[src/rtl/cp_operand_pkg.sv]
package cp_operand_pkg;

    typedef enum logic [1:0] {
        MODE_REG  = 2'd0,
        MODE_MEM  = 2'd1,
        MODE_IMM  = 2'd2,
        MODE_RSVD = 2'd3
    } mode_e;

    typedef enum logic [2:0] {
        ST_IDLE,
        ST_CHECK,
        ST_MOVE,
        ST_FINISH,
        ST_REJECT
    } seq_state_e;

    localparam int unsigned SZ_W = 3;

endpackage

[src/rtl/cp_len_legal.sv]
module cp_len_legal
    import cp_operand_pkg::*;
#(
    parameter int unsigned LEN_W = 8
) (
    input  logic [LEN_W-1:0] len,
    input  logic             dir_out,
    input  mode_e            mode,
    input  logic             alterable,
    output logic             illegal
);
    logic reg_ok;
    logic imm_ok;
    logic mode_ok;

    always_comb begin
        reg_ok = (len == LEN_W'(1)) || (len == LEN_W'(2)) || (len == LEN_W'(4));
        imm_ok = ((len == LEN_W'(1)) || !len[0]) && !dir_out;
        unique case (mode)
            MODE_REG:  mode_ok = reg_ok;
            MODE_MEM:  mode_ok = 1'b1;
            MODE_IMM:  mode_ok = imm_ok;
            MODE_RSVD: mode_ok = 1'b0;
            default:   mode_ok = 1'b0;
        endcase
        // writing to a location that cannot be written is refused in any mode
        illegal = !mode_ok || (dir_out && !alterable);
    end

endmodule

[src/rtl/cp_chunk_pick.sv]
module cp_chunk_pick
    import cp_operand_pkg::*;
#(
    parameter int unsigned LEN_W = 8
) (
    input  logic [LEN_W-1:0] remain,
    output logic [SZ_W-1:0]  size,
    output logic             last
);
    always_comb begin
        if (remain >= LEN_W'(4)) begin
            size = SZ_W'(4);
        end else if (remain >= LEN_W'(2)) begin
            size = SZ_W'(2);
        end else begin
            size = SZ_W'(1);
        end
        last = (remain == LEN_W'(size));
    end

endmodule

[src/rtl/cp_scan_ptr.sv]
module cp_scan_ptr
    import cp_operand_pkg::*;
#(
    parameter int unsigned PTR_W = 32
) (
    input  logic             clk,
    input  logic             rst,
    input  logic             load,
    input  logic [PTR_W-1:0] base,
    input  logic             step_en,
    input  logic [SZ_W-1:0]  size,
    output logic [PTR_W-1:0] ptr
);
    logic [PTR_W-1:0] step;

    always_comb begin
        // a one-byte immediate still occupies a whole 16-bit word
        step = (size == SZ_W'(1)) ? PTR_W'(2) : PTR_W'(size);
    end

    always_ff @(posedge clk) begin
        if (rst) begin
            ptr <= '0;
        end else if (load) begin
            ptr <= base;
        end else if (step_en) begin
            ptr <= ptr + step;
        end
    end

endmodule

[src/rtl/cp_operand_seq.sv]
module cp_operand_seq
    import cp_operand_pkg::*;
#(
    parameter int unsigned PRIM_W  = 16,
    parameter int unsigned LEN_W   = 8,
    parameter int unsigned DIR_BIT = 15,
    parameter int unsigned PTR_W   = 32
) (
    input  logic              clk,
    input  logic              rst,
    input  logic              req_valid,
    output logic              req_ready,
    input  logic [PRIM_W-1:0] prim,
    input  logic [1:0]        mode_class,
    input  logic              ea_alterable,
    input  logic [PTR_W-1:0]  scan_base,
    output logic              xfer_valid,
    input  logic              xfer_ready,
    output logic [2:0]        xfer_size,
    output logic              xfer_dir,
    output logic              done_pulse,
    output logic              viol_pulse,
    output logic [PTR_W-1:0]  scan_ptr
);
    seq_state_e state_q, state_d;

    logic [LEN_W-1:0] len_q;
    logic [LEN_W-1:0] remain_q;
    logic             dir_q;
    mode_e            mode_q;
    logic             alt_q;

    logic             accept;
    logic             fire;
    logic             illegal;
    logic [SZ_W-1:0]  chunk;
    logic             chunk_last;

    assign accept = req_valid && req_ready;
    assign fire   = xfer_valid && xfer_ready;

    cp_len_legal #(.LEN_W(LEN_W)) legal_i (
        .len       (len_q),
        .dir_out   (dir_q),
        .mode      (mode_q),
        .alterable (alt_q),
        .illegal   (illegal)
    );

    cp_chunk_pick #(.LEN_W(LEN_W)) chunk_i (
        .remain (remain_q),
        .size   (chunk),
        .last   (chunk_last)
    );

    cp_scan_ptr #(.PTR_W(PTR_W)) scan_i (
        .clk     (clk),
        .rst     (rst),
        .load    (accept),
        .base    (scan_base),
        .step_en (fire && (mode_q == MODE_IMM)),
        .size    (chunk),
        .ptr     (scan_ptr)
    );

    // next-state logic
    always_comb begin
        state_d = state_q;
        unique case (state_q)
            ST_IDLE:   if (accept) state_d = ST_CHECK;
            ST_CHECK: begin
                if (illegal) begin
                    state_d = ST_REJECT;
                end else if (len_q == '0) begin
                    state_d = ST_FINISH;
                end else begin
                    state_d = ST_MOVE;
                end
            end
            ST_MOVE:   if (fire && chunk_last) state_d = ST_FINISH;
            ST_FINISH: state_d = ST_IDLE;
            ST_REJECT: state_d = ST_IDLE;
            default:   state_d = ST_IDLE;
        endcase
    end

    // state register
    always_ff @(posedge clk) begin
        if (rst) begin
            state_q <= ST_IDLE;
        end else begin
            state_q <= state_d;
        end
    end

    // request capture and byte countdown
    always_ff @(posedge clk) begin
        if (rst) begin
            len_q    <= '0;
            remain_q <= '0;
            dir_q    <= 1'b0;
            mode_q   <= MODE_REG;
            alt_q    <= 1'b0;
        end else if (accept) begin
            len_q    <= prim[LEN_W-1:0];
            remain_q <= prim[LEN_W-1:0];
            dir_q    <= prim[DIR_BIT];
            mode_q   <= mode_e'(mode_class);
            alt_q    <= ea_alterable;
        end else if (fire) begin
            remain_q <= remain_q - LEN_W'(chunk);
        end
    end

    // outputs decoded from state
    always_comb begin
        req_ready  = 1'b0;
        xfer_valid = 1'b0;
        done_pulse = 1'b0;
        viol_pulse = 1'b0;
        xfer_size  = 3'd0;
        xfer_dir   = 1'b0;
        unique case (state_q)
            ST_IDLE:   req_ready = 1'b1;
            ST_CHECK:  ;
            ST_MOVE: begin
                xfer_valid = 1'b1;
                xfer_size  = chunk;
                xfer_dir   = dir_q;
            end
            ST_FINISH: done_pulse = 1'b1;
            ST_REJECT: viol_pulse = 1'b1;
            default:   ;
        endcase
    end

endmodule

[config.mk]
export PLATFORM = sky130hd
export DESIGN_NAME = cp_operand_seq
export DESIGN_NICKNAME = d
export VERILOG_FILES = /design/src/rtl/cp_operand_pkg.sv /design/src/rtl/cp_len_legal.sv /design/src/rtl/cp_chunk_pick.sv /design/src/rtl/cp_scan_ptr.sv /design/src/rtl/cp_operand_seq.sv
export SDC_FILE = /design/constraint.sdc
export NUM_CORES = 1
export LEC_CHECK = 0
export BUFFER_PORTS_ARGS = -buffer_cell sky130_fd_sc_hd__buf_4
export CAP_MARGIN = 40
export CORE_MARGIN = 10
export CORE_UTILIZATION = 41
export CTS_BUF_LIST = sky130_fd_sc_hd__clkbuf_8
export DETAILED_ROUTE_END_ITERATION = 16
export MAX_ROUTING_LAYER = met4
export PLACE_DENSITY = 0.76
export SYNTH_ARGS = -nofsm -noshare
export SYNTH_HDL_FRONTEND = slang
export SYNTH_HIERARCHICAL = 1
export SYNTH_SLANG_ARGS = --single-unit
[constraint.sdc]
create_clock -name clk -period 3 [get_ports clk]
set_clock_uncertainty 0.15 [all_clocks]
set_input_delay 0.3 -clock clk [delete_from_list [all_inputs] [get_ports clk]]
set_output_delay 0.3 -clock clk [all_outputs]
set_load 0.1 [all_outputs]
==> run_results.csv <==
group,metric,value,unit
min_path,min_to,"scan_i/ptr[26]",
sta,max_freq,340.7,MHz
yosys,yosys_warnings,6,
clock_tree,cts.hold.buffers_added,0,
power_and_ir_drop,power_switching,1.645,mW
layout,postLayoutCellArea,0.004378,mm2
routing,wl_per_cell,16.76,um
layout,post_route_cells_drive_above_1_share,25.86,%
layout,fillCellCount,779,
yosys,seq_area_frac_synth,31.86,%
global_route,grt_pass1_wl,17.55,mm
routing,dr.pass1.iters,4,
sta,finalSetupTns,0,ns
run,drv_cap,0,
yosys,synth.largest_area_cell,"dfxtp_1",
die,initial_core_util,42.06,%
placement,gp_congestion,0.8777,
yosys,synthTopCellsByCount,"dfxtp_1 (55), nand2_1 (49), nor2_1 (43)",
yosys,synth-main-ff-cell,"dfxtp_1",
power_and_ir_drop,finalPower,3.203,mW
critical_path,reg2reg_depth,10,
global_route,met2_usage,26.81,%
yosys,syn_nets,501,
global_route,grt_pass1_vias,3684,
routing,initialDrtViolationCount,234,
routing,wl,10.58,mm
routing,vias_per_cell,5.894,
critical_path,worstPathMaxFanout,5,
sta,worst_pin_slew,0.6510,ns
sta,period_share,97.85,%
sta,hold_viol,0,
critical_path,setup.worst_path.start_class,"register",
yosys,synth_cells,438,
clock_tree,clk_latency,0.32,ns
yosys,synthTopCellsByArea,"dfxtp_1 (32%), nand2_1 (5.3%), nor2_1 (4.7%)",
global_route,grt.busiest_layer,"met2",
power_and_ir_drop,p_int,1.559,mW
placement,pre_cts_slack,0.01548,ns
die,ios,95,
sta,relSlewSlack,56.60,%
layout,utilization,53.28,%
critical_path,crit_required,3.09,ns
die,die_w,111.8,um
critical_path,crit_type,"register to register",
critical_path,crit_chain,"nor3_2, nand2_2, nor3b_2, o21a_1, ha_2, fa_2, a21o_1, nand4_1, or4_1, a311oi_1",
layout,nets,588,
sta,fin_ws,0.06448,ns
placement,io_buffers,87,
power_and_ir_drop,comb_power_share,54.5,%
clock_tree,path_clk_slew,0.11,ns
routing,via_count,3719,
outcome,status,"finished, final reports clean",
critical_path,crit_slowest_cell,"or4_1",
global_route,met3_usage,4.133,%
clock_tree,clockBufferDepth,2,
critical_path,cp-end-kind,"register",
sta,whs,0.05519,ns
die,fp.coreArea,0.008217,mm2
critical_path,cp_data_arrival_time,3.02,ns
min_path,hold_depth,3,
yosys,syn_area,0.003456,mm2
power_and_ir_drop,pwr-share-seq,32.6,%
yosys,synth_top_area_share,31.86,%
clock_tree,h-tree-depth,2,
die,die_h,111.8,um
routing,drc_errors,0,
yosys,synthMostInstantiatedCell,"dfxtp_1",
sta,post-route-min-period,2.936,ns
clock_tree,numCtsBuffers,5,
critical_path,r2r-end,"scan_i/ptr[14]",
sta,slew_viol_final,0,
layout,area_growth,26.68,%
global_route,groute.usage.overall,16.47,%
global_route,use_met1,20.11,%
global_route,antenna_found_initial,0,
die,dieArea,0.01250,mm2
yosys,synth_edf_count,0,
yosys,synth_cell_type_count,63,
placement,dp_cells,620,
global_route,gr-total-overflow,0,
layout,num_antenna_cells,0,
power_and_ir_drop,p_clk_share,12.9,%
routing,ant_nets,0,
yosys,avgSynthCellArea,7.890,um2
critical_path,crit_path_max_incr_delay,0.54,ns
yosys,ys_ff_latch,55,
power_and_ir_drop,power_density,731.7,mW/mm2
placement,place_area,0.004240,mm2
die,rows,33,
sta,setup_violations,0,
global_route,grt_max_degree,66,
power_and_ir_drop,p_leak,1.774,nW
critical_path,timing.rr.start,"remain_q[4]",
clock_tree,cts_root_buf,"clkbuf_8",
critical_path,r2r_setup_slack,0.06,ns
clock_tree,tritoncts,"yes",
clock_tree,cts.sinks,55,
layout,finish.cell_count_without_fillers,631,
placement,hpwl,7.771,mm
sta,rsz0062_at_grt,"yes",
min_path,hold_start,"scan_base[26]",
yosys,synthArstFlopShare,0,%
min_path,hold_path_class,"input pin to register",
power_and_ir_drop,ir_drop,373.5,uV
power_and_ir_drop,p_sw_share,51.35,%
==> power by group through the flow <==
stage	clock network, mW	registers, mW	logic, mW
final	0.413	1.04	1.75
after global placement	0	1.05	1.69
after detailed placement	0	1.05	1.72
after global routing	0.448	1.07	1.88
after floorplan	0	1.55	0.798
after CTS	0.418	1.04	1.72
==> how the worst max path moves through the flow <==
stage                      startpoint             end  slack, ns  cells past startpoint
after floorplan            state_q[1]       req_ready     -0.002                      2
after global placement    remain_q[7]  scan_i/ptr[20]       0.12                     11
after detailed placement  remain_q[7]  scan_i/ptr[22]       0.02                     11
after CTS                 remain_q[7]  scan_i/ptr[22]      0.003                     11
after global routing      remain_q[4]  scan_i/ptr[14]      -0.09                     10
final                     remain_q[4]  scan_i/ptr[14]       0.06                     10
==> per-layer routing <==
layer,wire [um],part of all wire (%),up-vias
met3,715,6.8,16
met4,92,0.87,0
met2,5110,48,145
met5,0,0,-
li1,-,-,1820
met1,4660,44,1738
==> state kept, by name, summed over array words and instances, names as in the netlist <==
signal	flops
alt_q	1
mode_q	2
len_q	8
remain_q	8
state_q	3
scan_i/ptr	32
dir_q	1
==> layout by cell type (no fill, tap or decap), types with 10 or more instances in the layout <==
| cell | instances |
|---|---|
| inv_1 | 17 |
| a311oi_1 | 11 |
| dfxtp_1 | 55 |
| buf_4 | 104 |
| nor2_1 | 43 |
| nand2_1 | 49 |
| o21ai_0 | 15 |
| a21oi_1 | 25 |
| a211oi_1 | 10 |
| nand4_1 | 16 |
| nand3_1 | 10 |
| and3_1 | 12 |
| nor3_1 | 11 |
==> final cells by class <==
cell class	count	area, um2	area share, %
sequential	55	1101	25.15
tap	105	131.4	3.001
clock buffer	5	68.82	1.572
clock inverter	3	12.51	0.2858
timing repair buffer	104	780.7	17.83
multi-input combinational	343	2211	50.50
inverter	16	72.57	1.658
==> cells by family (layout without fill, tap and decap cells) <==
family	after synthesis	count (layout)	share of synthesized area, %
adder cells (fa/ha/maj)	8	8	3.331
multiplexers	3	3	0.8690
buffers and inverters	40	128	5.431
AND/OR/NAND/NOR	215	215	34.54
AO/OA/AOI/OAI	107	107	21.43
flip-flops	55	55	31.86
XOR/XNOR	10	10	2.534
==> repair_timing <==
item	in CTS	in global routing
resized for setup	0	10
endpoints found under the setup margin	0	12
buffers inserted	0	3
==> worst max-delay path: cells and delay by family (launching register included) <==
family	cells	cell delay (ns)
DFF	1	0.34
and+or+nand+nor	5	1.28
AOI/OAI and AO/OA	3	0.63
adders and majority gates	2	0.44
No activity file was read; power rests on OpenSTA's default activity.
